### config.mk
export PLATFORM = sky130hd
export DESIGN_NAME = lmd_local_mem_decoder
export DESIGN_NICKNAME = d
export VERILOG_FILES = /design/src/rtl/lmd_pkg.sv /design/src/rtl/lmd_region_match.sv /design/src/rtl/lmd_table_rom.sv /design/src/rtl/lmd_lane_align.sv /design/src/rtl/lmd_local_mem_decoder.sv
export SDC_FILE = /design/constraint.sdc
export NUM_CORES = 1
export LEC_CHECK = 0
export BUFFER_PORTS_ARGS = -buffer_cell sky130_fd_sc_hd__buf_4
export CAP_MARGIN = 10
export CORE_MARGIN = 2
export CORE_UTILIZATION = 51
export DETAILED_ROUTE_END_ITERATION = 6
export PLACE_DENSITY = 0.9
export RECOVER_POWER = 50
export SETUP_SLACK_MARGIN = 0.5
export SKIP_LAST_GASP = 1
export SLEW_MARGIN = 0
export SYNTH_ARGS = -nofsm -noshare
export SYNTH_HDL_FRONTEND = slang
export SYNTH_HIERARCHICAL = 1
export SYNTH_SLANG_ARGS = --single-unit
### constraint.sdc
create_clock -name clk -period 3.14 [get_ports clk]
set_input_delay 0.785 -clock clk [delete_from_list [all_inputs] [get_ports clk]]
set_output_delay 0.785 -clock clk [all_outputs]
set_load 0.03 [all_outputs]
### src/rtl/lmd_pkg.sv
package lmd_pkg;

    localparam int DATA_W = 32;

    typedef enum logic [1:0] {
        SZ_BYTE     = 2'b00,
        SZ_HALF     = 2'b01,
        SZ_WORD     = 2'b10,
        SZ_WORD_ALT = 2'b11
    } acc_size_e;

    // control byte of a region register, bit5 down to bit0
    typedef struct packed {
        logic gate;     // bit5: mask bits take effect
        logic sf_off;   // bit4: supervisor fetch masked
        logic sd_off;   // bit3: supervisor data masked
        logic uf_off;   // bit2: user fetch masked
        logic ud_off;   // bit1: user data masked
        logic valid;    // bit0: region enabled
    } region_ctl_t;

    typedef enum logic {SRC_SRAM, SRC_TABLE} src_e;

    typedef enum logic {ST_IDLE, ST_DATA} phase_e;

    function automatic logic [DATA_W-1:0] table_word(input logic [15:0] idx);
        return {4'hA, idx[11:0], 4'h5, idx[11:0]};
    endfunction

endpackage

### src/rtl/lmd_region_match.sv
module lmd_region_match
    import lmd_pkg::*;
#(
    parameter int TAG_W = 18
) (
    input  logic             clk,
    input  logic             rst_n,
    input  logic             wr_en,
    input  logic [TAG_W-1:0] wr_base,
    input  region_ctl_t      wr_ctl,
    input  logic [TAG_W-1:0] acc_tag,
    input  logic             acc_fetch,
    input  logic             acc_super,
    output logic             match
);

    logic [TAG_W-1:0] base_q;
    region_ctl_t      ctl_q;
    logic             type_off;

    always_ff @(posedge clk) begin
        if (!rst_n) begin
            base_q <= '0;
            ctl_q  <= '0;
        end else if (wr_en) begin
            base_q <= wr_base;
            ctl_q  <= wr_ctl;
        end
    end

    always_comb begin
        unique case ({acc_super, acc_fetch})
            2'b00: type_off = ctl_q.ud_off;
            2'b01: type_off = ctl_q.uf_off;
            2'b10: type_off = ctl_q.sd_off;
            2'b11: type_off = ctl_q.sf_off;
        endcase
    end

    assign match = ctl_q.valid && (acc_tag == base_q) && !(ctl_q.gate && type_off);

endmodule

### src/rtl/lmd_table_rom.sv
module lmd_table_rom
    import lmd_pkg::*;
#(
    parameter int IDX_W = 12
) (
    input  logic              clk,
    input  logic              rst_n,
    input  logic              en,
    input  logic [IDX_W-1:0]  idx,
    output logic [DATA_W-1:0] q
);

    always_ff @(posedge clk) begin
        if (!rst_n)  q <= '0;
        else if (en) q <= table_word(16'(idx));
    end

endmodule

### src/rtl/lmd_lane_align.sv
module lmd_lane_align
    import lmd_pkg::*;
(
    input  logic [DATA_W-1:0] word,
    input  logic [1:0]        lane,
    input  acc_size_e         size,
    output logic [DATA_W-1:0] data
);

    always_comb begin
        unique case (size)
            SZ_BYTE: begin
                unique case (lane)
                    2'd0: data = {24'b0, word[31:24]};
                    2'd1: data = {24'b0, word[23:16]};
                    2'd2: data = {24'b0, word[15:8]};
                    2'd3: data = {24'b0, word[7:0]};
                endcase
            end
            SZ_HALF:              data = lane[1] ? {16'b0, word[15:0]} : {16'b0, word[31:16]};
            SZ_WORD, SZ_WORD_ALT: data = word;
        endcase
    end

endmodule

### src/rtl/lmd_local_mem_decoder.sv
module lmd_local_mem_decoder
    import lmd_pkg::*;
#(
    parameter int ADDR_W    = 32,
    parameter int TBL_WORDS = 4096
) (
    input  logic              clk,
    input  logic              rst_n,
    input  logic              cfg_we,
    input  logic              cfg_sel,
    input  logic [31:0]       cfg_wdata,
    input  logic              req_valid,
    input  logic [ADDR_W-1:0] req_addr,
    input  logic              req_fetch,
    input  logic              req_super,
    input  logic [1:0]        req_size,
    input  logic [DATA_W-1:0] sram_rdata,
    output logic              sram_ce,
    output logic [$clog2(TBL_WORDS)-1:0] sram_addr,
    output logic              rom_ce,
    output logic              icache_cancel,
    output logic              rd_valid,
    output logic [DATA_W-1:0] rd_data
);

    localparam int IDX_W      = $clog2(TBL_WORDS);
    localparam int LANE_W     = $clog2(DATA_W / 8);
    localparam int REGION_LSB = IDX_W + LANE_W;
    localparam int TAG_W      = ADDR_W - REGION_LSB;
    localparam int NUM_MEM    = 2;

    logic [NUM_MEM-1:0] match;
    logic [7:0]         unused_cfg_bits;
    logic               any_ce;
    logic [IDX_W-1:0]   word_idx;
    logic [DATA_W-1:0]  rom_q;
    logic [DATA_W-1:0]  resp_word;

    phase_e    state, state_nx;
    src_e      src_q;
    logic [1:0] lane_q;
    acc_size_e size_q;

    assign unused_cfg_bits = cfg_wdata[13:6];
    assign word_idx        = req_addr[REGION_LSB-1:LANE_W];

    // one region register and comparator per memory: index 0 SRAM, 1 table
    for (genvar g = 0; g < NUM_MEM; g++) begin : g_region
        lmd_region_match #(.TAG_W(TAG_W)) u_match (
            .clk      (clk),
            .rst_n    (rst_n),
            .wr_en    (cfg_we && (cfg_sel == 1'(g))),
            .wr_base  (cfg_wdata[31:32-TAG_W]),
            .wr_ctl   (region_ctl_t'(cfg_wdata[5:0])),
            .acc_tag  (req_addr[ADDR_W-1:REGION_LSB]),
            .acc_fetch(req_fetch),
            .acc_super(req_super),
            .match    (match[g])
        );
    end

    // SRAM has priority over the table memory
    assign sram_ce       = req_valid && match[0];
    assign rom_ce        = req_valid && match[1] && !match[0];
    assign any_ce        = sram_ce || rom_ce;
    assign icache_cancel = req_fetch && any_ce;
    assign sram_addr     = word_idx;

    lmd_table_rom #(.IDX_W(IDX_W)) u_rom (
        .clk  (clk),
        .rst_n(rst_n),
        .en   (rom_ce),
        .idx  (word_idx),
        .q    (rom_q)
    );

    // state register
    always_ff @(posedge clk) begin
        if (!rst_n) state <= ST_IDLE;
        else        state <= state_nx;
    end

    // transitions: T_WAIT / T_ACCEPT from idle, T_CHAIN / T_DRAIN from data
    always_comb begin
        unique case (state)
            ST_IDLE: state_nx = any_ce ? ST_DATA : ST_IDLE;
            ST_DATA: state_nx = any_ce ? ST_DATA : ST_IDLE;
        endcase
    end

    // request attributes captured for the data phase
    always_ff @(posedge clk) begin
        if (!rst_n) begin
            src_q  <= SRC_SRAM;
            lane_q <= '0;
            size_q <= SZ_WORD;
        end else if (any_ce) begin
            src_q  <= rom_ce ? SRC_TABLE : SRC_SRAM;
            lane_q <= req_addr[1:0];
            size_q <= acc_size_e'(req_size);
        end
    end

    // outputs per state
    always_comb begin
        unique case (state)
            ST_IDLE: begin
                rd_valid  = 1'b0;
                resp_word = '0;
            end
            ST_DATA: begin
                rd_valid  = 1'b1;
                resp_word = (src_q == SRC_TABLE) ? rom_q : sram_rdata;
            end
        endcase
    end

    lmd_lane_align u_align (
        .word(resp_word),
        .lane(lane_q),
        .size(size_q),
        .data(rd_data)
    );

endmodule

==> impl_metrics.env, run 1 <==
export IMPL_outcome="finished with violations"
export IMPL_violations="capacitance limit, slew limit"
export IMPL_die_area_um2=9580
export IMPL_clkLatencyLatePin_ns=0.34
export IMPL_synth_top_family_by_area="multiplexers"
export IMPL_finalSetupTns_ns=0
export IMPL_cp_arrival_ns=2.31
export IMPL_synth_adder_area_share_pct=0
export IMPL_port_buffers=144
export IMPL_r2r_end="u_rom/q[22]$_SDFFE_PN0P_"
export IMPL_dieWidth_um=97.9
export IMPL_first_pass_iters=5
export IMPL_crit_buf_inv=3
export IMPL_insertedDiodeCount=0
export IMPL_synth_top_area_share_pct=29.8
export IMPL_clockBufferDepth=2
export IMPL_holdPathEnd="g_region[1].u_match/ctl_q[0]$_SDFFE_PN0P_"
export IMPL_die_h_um=97.9
export IMPL_synth_compound_area_share_pct=6.59
export IMPL_syn_inst=464
export IMPL_fmax_ghz=0.323
export IMPL_hp_class="reg -> reg"
export IMPL_track_usage_pct=24.4
export IMPL_regToRegSetupSlack_ns=0.70
export IMPL_yosysSeqAreaShare_pct=29.8
export IMPL_synth_distinct_cells=34
export IMPL_core_area_um2=8640
export IMPL_leakagePower_nw=2.41
export IMPL_grt_max_degree=71
export IMPL_irDropWorstVdd_uv=262
export IMPL_worstPathRequired_ns=2.35
export IMPL_synthMuxAreaShare_pct=26.1
export IMPL_hold_viol_final=0
export IMPL_overflow=0
export IMPL_crit_chain="buf_8 -> xor2_1 -> nor4_2 -> nand3_1 -> a2111oi_4 -> buf_4 -> nand2_4 -> nor2_4 -> buf_6"
export IMPL_drt_wl_total_um=12300
export IMPL_max_cap_violations=2
export IMPL_syn2layout_area_growth_pct=35.1
export IMPL_synth_xor_area_share_pct=7.01
export IMPL_relSlewSlack_pct=-26.8
export IMPL_h_tree_depth=3
export IMPL_synth_ff_latch_count=67
export IMPL_dp_hpwl_um=8160
export IMPL_setup_violations=0
export IMPL_first_global_vias=3874
export IMPL_grt_pass1_wl_um=18800
export IMPL_slowest_delay_ns=0.33
export IMPL_syn_area_per_cell_um2=9.69
export IMPL_worst_slack_ns=0.0479
export IMPL_path_max_fanout=3
export IMPL_vias_per_cell=5.47
export IMPL_final_core_util_pct=70.4
export IMPL_slowest_stage="nor4_2"
export IMPL_synth_warnings=6
export IMPL_r2r_cells=11
export IMPL_dp_slack_ns=-0.0675
export IMPL_clkSinkCount=67
export IMPL_synth_simple_gate_area_share_pct=20.0
export IMPL_fin_crit_ns=3.09
export IMPL_final_nets=700
export IMPL_hold_path_startpoint="g_region[1].u_match/ctl_q[0]$_SDFFE_PN0P_"
export IMPL_vias=3876
export IMPL_gp_congestion=0.881
export IMPL_drt_iter0_drc=181
export IMPL_path_clk_slew_ns=0.07
export IMPL_ant_nets=0
export IMPL_timing_rr_start="g_region[1].u_match/base_q[11]$_SDFFE_PN0P_"
export IMPL_critPathTopFamily="simple AND/OR/NAND/NOR gates"
export IMPL_worst_setup_path_start_kind="primary input"
export IMPL_synth_area_top_cells="dfxtp_1 30%, mux2i_1 21%, nor2b_1 13%"
export IMPL_rows=34
export IMPL_powerDensity_nw_per_um2=321
export IMPL_io_pins=153
export IMPL_fin_crit_sh_pct=98.5
export IMPL_cts_root_buffer="clkbuf_8"
export IMPL_drive_above_1_share_pct=39.5
export IMPL_drcViolationCount=0
export IMPL_tightest_slew_ns=1.90
export IMPL_start_util_pct=52.1
export IMPL_wl_per_cell_um=17.3
export IMPL_worstSetupEndpointType="output pin"
export IMPL_holdPathStages=2
export IMPL_clock_skew_ns=0.0195
export IMPL_antenna_found_initial=0
export IMPL_cts_buffers=9
export IMPL_holdBufCountCts=0
export IMPL_rsz0062_at_grt="yes"
export IMPL_cts_tree="done"
export IMPL_syn_area_um2=4500
export IMPL_criticalPathCategory="in -> out"
export IMPL_slew_violations=50
export IMPL_synth_top_cell_by_area="dfxtp_1"
[worst max-delay path by stage]
stage	startpoint	endpoint	slack [ns]	depth (start not counted)
finish	req_addr[25]	rom_ce	0.05	9
floorplan	req_fetch	icache_cancel	0.25	4
detailed placement	req_addr[25]	icache_cancel	-0.07	8
global route	req_addr[25]	rom_ce	0.02	9
global placement	req_addr[25]	icache_cancel	0.02	8
CTS	req_addr[26]	icache_cancel	0.04	8
[cell type report]
type	count	area (µm²)
multi-input cells	337	2940
fillers	610	2560
repair buffers	178	1440
flip-flops and latches	67	1350
well taps	108	135
clock buffers	10	128
clock inverters	6	72.6
inverters	2	7.51
[layout by cell type, fill, tap and decap left out, types with 3 or more instances in the layout]
cell,instances
clkbuf_8,9
nor2b_1,86
and2_1,16
dfxtp_1,65
buf_6,18
clkbuf_1,13
nor2b_2,8
mux2i_1,88
xor2_1,20
buf_4,141
nor2_2,3
xnor2_1,14
a211oi_2,3
conb_1,4
mux2i_4,6
buf_12,3
a22o_1,16
a21oi_1,4
nor2_1,12
nand4_1,4
nand2_1,6
and2_4,3
o22ai_2,3
a21oi_2,4
mux4_2,9
[worst min-delay path, stage by stage (launching register included)]
cell,delay [ns]
dfxtp_1,0.33
mux2i_1,0.06
nor2b_1,0.10
[metal layers]
metal	global-route usage, %	wire length, µm	share of wire [%]	vias up
met2	41.3	6110	50	163
met4	9.94	298	2.4	0
met1	29.9	5010	41	1866
met5	0	0	0	-
li1	-	-	-	1823
met3	5.73	846	6.9	24
[logic make-up (layout without fill, tap and decap cells)]
kind of cell / count (synthesis) / count (layout)
AND/OR/NAND/NOR: 153 / 153
multiplexers: 106 / 106
other: 1 / 4
flip-flops: 67 / 67
AO/OA/AOI/OAI: 38 / 38
XOR/XNOR: 36 / 36
buffers and inverters: 63 / 196
[state kept, by name (all words and copies together), names as in the netlist]
register                 count
g_region.u_match/base_q     36
g_region.u_match/ctl_q      12
lane_q                       2
size_q                       2
src_q                        1
state                        1
u_rom/q                     13
[stage by stage]
step	total power, mW	cell area (µm²)	std cells	hold slack, ns
detailed placement	1.21	5410	670	0.507
finish	1.95	6080	708	0.525
global route	2.03	6080	708	0.532
floorplan	1.08	4560	467	0.434
CTS	1.96	5920	703	0.527
global placement	1.20	5410	670	0.492
[power by group]
part           leakage, nW  internal (mW)  switching, mW
clock               0.0975          0.376          0.369
combinational         1.77          0.173          0.134
sequential           0.547          0.878         0.0209
[synth_stat cells (all sizes together)]
master,instances
nor4,4
conb,1
xnor2,14
a22o,16
a2111oi,2
nor3b,1
clkbuf,11
nand4,4
dfxtp,67
o21a,2
nor2,17
nor3,2
o22ai,4
mux2,1
o21ai,1
or2,1
nand2b,1
and2,20
o211ai,2
nand3,2
mux4,9
xor2,22
buf,50
nand2,7
nor2b,94
a211oi,3
a21oi,8
mux2i,96
inv,2
[what timing repair did]
item / CTS / global route
gates cloned: 2 / 0
pin swaps: 12 / 7
setup buffers: 15 / 5
resized for setup: 35 / 38
setup endpoints to repair: 19 / 21
Note: power is estimated with default switching activity, not from simulation.
==> run 2: changes to the inputs <==
--- a/config.mk
+++ b/config.mk
@@ -8,9 +8,9 @@
 export BUFFER_PORTS_ARGS = -buffer_cell sky130_fd_sc_hd__buf_4
 export CAP_MARGIN = 10
 export CORE_MARGIN = 2
-export CORE_UTILIZATION = 51
+export CORE_UTILIZATION = 55
 export DETAILED_ROUTE_END_ITERATION = 6
-export PLACE_DENSITY = 0.9
+export PLACE_DENSITY = 0.95
 export RECOVER_POWER = 50
 export SETUP_SLACK_MARGIN = 0.5
 export SKIP_LAST_GASP = 1
==> constraint.sdc (replaced) <==
create_clock -name clk -period 4 [get_ports clk]
set_input_delay 1 -clock clk [delete_from_list [all_inputs] [get_ports clk]]
set_output_delay 1 -clock clk [all_outputs]
set_load 0.03 [all_outputs]
==> run 2 against run 1 <==
The run still ends with capacitance limit, slew limit left. Utilization up 1.3 points. Flip-flop and latch count stayed put. Non-clock buffer count is 25 lower. Clock power fell by 16%. Setup slack better by 0.41 ns. Sequential share of layout area rose by 1.9 points. Critical endpoint is now sram_ce. Largest cell class unchanged. Highest routed layer unchanged.
==> impl_metrics.env, run 2 (synthesized netlist as in run 1, its figures left out) <==
export IMPL_seq_area_um2=1350
export IMPL_max_cap_violations=2
export IMPL_fin_area_um2=5600
export IMPL_worstPathRequired_ns=3.00
export IMPL_rsz0062_at_grt="yes"
export IMPL_tightest_slew_ns=1.84
export IMPL_criticalPathCategory="in -> out"
export IMPL_nFillCells=571
export IMPL_path_clk_slew_ns=0.07
export IMPL_drt_iter0_drc=137
export IMPL_grt_util_met1_pct=30.6
export IMPL_vias_per_cell=5.34
export IMPL_fin_crit_sh_pct=88.6
export IMPL_rows=32
export IMPL_drive_above_1_share_pct=31.7
export IMPL_dpl_instance_area_um2=5320
export IMPL_dp_cells=659
export IMPL_violations="capacitance limit, slew limit"
export IMPL_io_pins=153
export IMPL_h_tree_depth=3
export IMPL_fin_crit_ns=3.54
export IMPL_cts_root_buffer="clkbuf_8"
export IMPL_track_usage_pct=25.6
export IMPL_syn2layout_area_growth_pct=24.4
export IMPL_hold_viol_final=0
export IMPL_reg_top3="g_region.u_match/base_q x36, u_rom/q x13, g_region.u_match/ctl_q x12"
export IMPL_cp_arrival_ns=2.54
export IMPL_fmax_ghz=0.282
export IMPL_worstSetupEndpointType="output pin"
export IMPL_die_h_um=94.4
export IMPL_swShare_pct=25.1
export IMPL_intPower_mw=1.18
export IMPL_regMostFlops="g_region.u_match/base_q"
export IMPL_core_area_um2=7810
export IMPL_hp_class="reg -> reg"
export IMPL_multi_input_area_um2=2760
export IMPL_largest_register_ffs=36
export IMPL_powerDensity_nw_per_um2=280
export IMPL_start_util_pct=57.6
export IMPL_final_cell_mix="134 x buf_4, 96 x mux2i_1, 93 x nor2b_1"
export IMPL_grt_pass1_wl_um=17700
export IMPL_clock_skew_ns=0.0154
export IMPL_p_seq_share_pct=45.0
export IMPL_ant_nets=0
export IMPL_grt_use_met3_pct=6.78
export IMPL_setup_violations=0
export IMPL_drt_wl_total_um=11300
export IMPL_drcViolationCount=0
export IMPL_vias=3612
export IMPL_port_buffers=144
export IMPL_path_max_fanout=3
export IMPL_relSlewSlack_pct=-22.7
export IMPL_clkPwrFrac_pct=40.0
export IMPL_clkSinkCount=67
export IMPL_holdBufCountCts=0
export IMPL_final_nets=675
export IMPL_final_common_cell="buf_4"
export IMPL_gp_congestion=0.848
export IMPL_insertedDiodeCount=0
export IMPL_switching_power_mw=0.393
export IMPL_first_pass_iters=4
export IMPL_worst_setup_path_start_kind="primary input"
export IMPL_hold_ws_ns=0.528
export IMPL_grt_use_met2_pct=43.3
export IMPL_finalSetupTns_ns=0
export IMPL_dieWidth_um=94.4
export IMPL_wl_per_cell_um=16.7
export IMPL_cts_tree="done"
export IMPL_fin_cells=677
export IMPL_clockBufferDepth=2
export IMPL_die_area_um2=8920
export IMPL_overflow=0
export IMPL_slew_violations=50
export IMPL_busiest_layer="met2"
export IMPL_dp_hpwl_um=8240
export IMPL_grt_max_degree=71
export IMPL_first_global_vias=3713
export IMPL_power_frac_comb_pct=15.0
export IMPL_antenna_found_initial=0
export IMPL_clkLatencyLatePin_ns=0.34
export IMPL_irDropWorstVdd_uv=302
export IMPL_outcome="finished with violations"
export IMPL_leakagePower_nw=2.21
export IMPL_cts_buffers=9
[run 2: changes by cell type in the layout (fill, tap and decap cells not counted), moves of 4 or more]
cell / before / now
buf_6: 18 / 6
mux2i_1: 88 / 96
buf_4: 141 / 134
nor2b_1: 86 / 93
nor2b_2: 8 / 1
mux2i_4: 6 / 0
nor2_1: 12 / 16
[run 2: layout make-up]
type                            instances  area share, %
Timing Repair Buffer                  153           20.3
Clock buffer                            9           2.21
Clock inverter                          7           1.74
Tap cell                              102           2.28
Sequential cell                        67           24.0
Inverter                                2          0.134
Multi-Input combinational cell        337           49.3
[run 2: power by group through the flow]
| stage | Combinational, mW | Sequential, mW | Clock [mW] |
|---|---|---|---|
| 2_1_floorplan | 0.128 | 0.717 | 0 |
| 3_3_place_gp | 0.221 | 0.720 | 0 |
| 3_5_place_dp | 0.230 | 0.721 | 0 |
| 4_1_cts | 0.237 | 0.707 | 0.637 |
| 5_1_grt | 0.253 | 0.709 | 0.664 |
| 6_report | 0.235 | 0.707 | 0.627 |
[run 2: through the flow]
step | power, mW | worst slack (ns) | utilization (%)
after floorplan | 0.845 | 0.475 | -
after global routing | 1.63 | 0.369 | 71.7
final | 1.57 | 0.458 | 71.7
after global placement | 0.940 | 0.335 | 68.1
after CTS | 1.58 | 0.467 | 72.0
after detailed placement | 0.951 | 0.324 | 68.1
[run 2: per-layer routing]
| layer | vias to the layer above | part of all wire [%] |
|---|---|---|
| met5 | - | 0 |
| met4 | 0 | 2.7 |
| met3 | 24 | 6.5 |
| met2 | 128 | 50 |
| met1 | 1700 | 41 |
| li1 | 1760 | - |
[run 2: critical path, stage by stage]
cell,delay (ns)
buf_8,0.10
xor2_2,0.14
nor4_2,0.33
nand3_1,0.21
a2111oi_4,0.26
buf_4,0.18
and2_1,0.16
buf_6,0.15
[run 2: worst paths after layout]
check | startpoint | to | slack [ns] | cells past startpoint
hold reg to reg | g_region[1].u_match/ctl_q[2]$_SDFFE_PN0P_ | g_region[1].u_match/ctl_q[2]$_SDFFE_PN0P_ | 0.53 | 2
setup / recovery | req_addr[26] | sram_ce | 0.46 | 8
hold / removal | g_region[1].u_match/ctl_q[2]$_SDFFE_PN0P_ | g_region[1].u_match/ctl_q[2]$_SDFFE_PN0P_ | 0.53 | 2
setup reg to reg | g_region[1].u_match/base_q[12]$_SDFFE_PN0P_ | u_rom/q[16]$_SDFFE_PN0P_ | 1.75 | 9
[run 2: repair_timing]
action	4_1_cts	5_1_grt
endpoints found under the hold margin	0	0
setup buffers	2	0
setup endpoints to repair	3	6
gates resized for setup	12	5
pin swaps	7	3
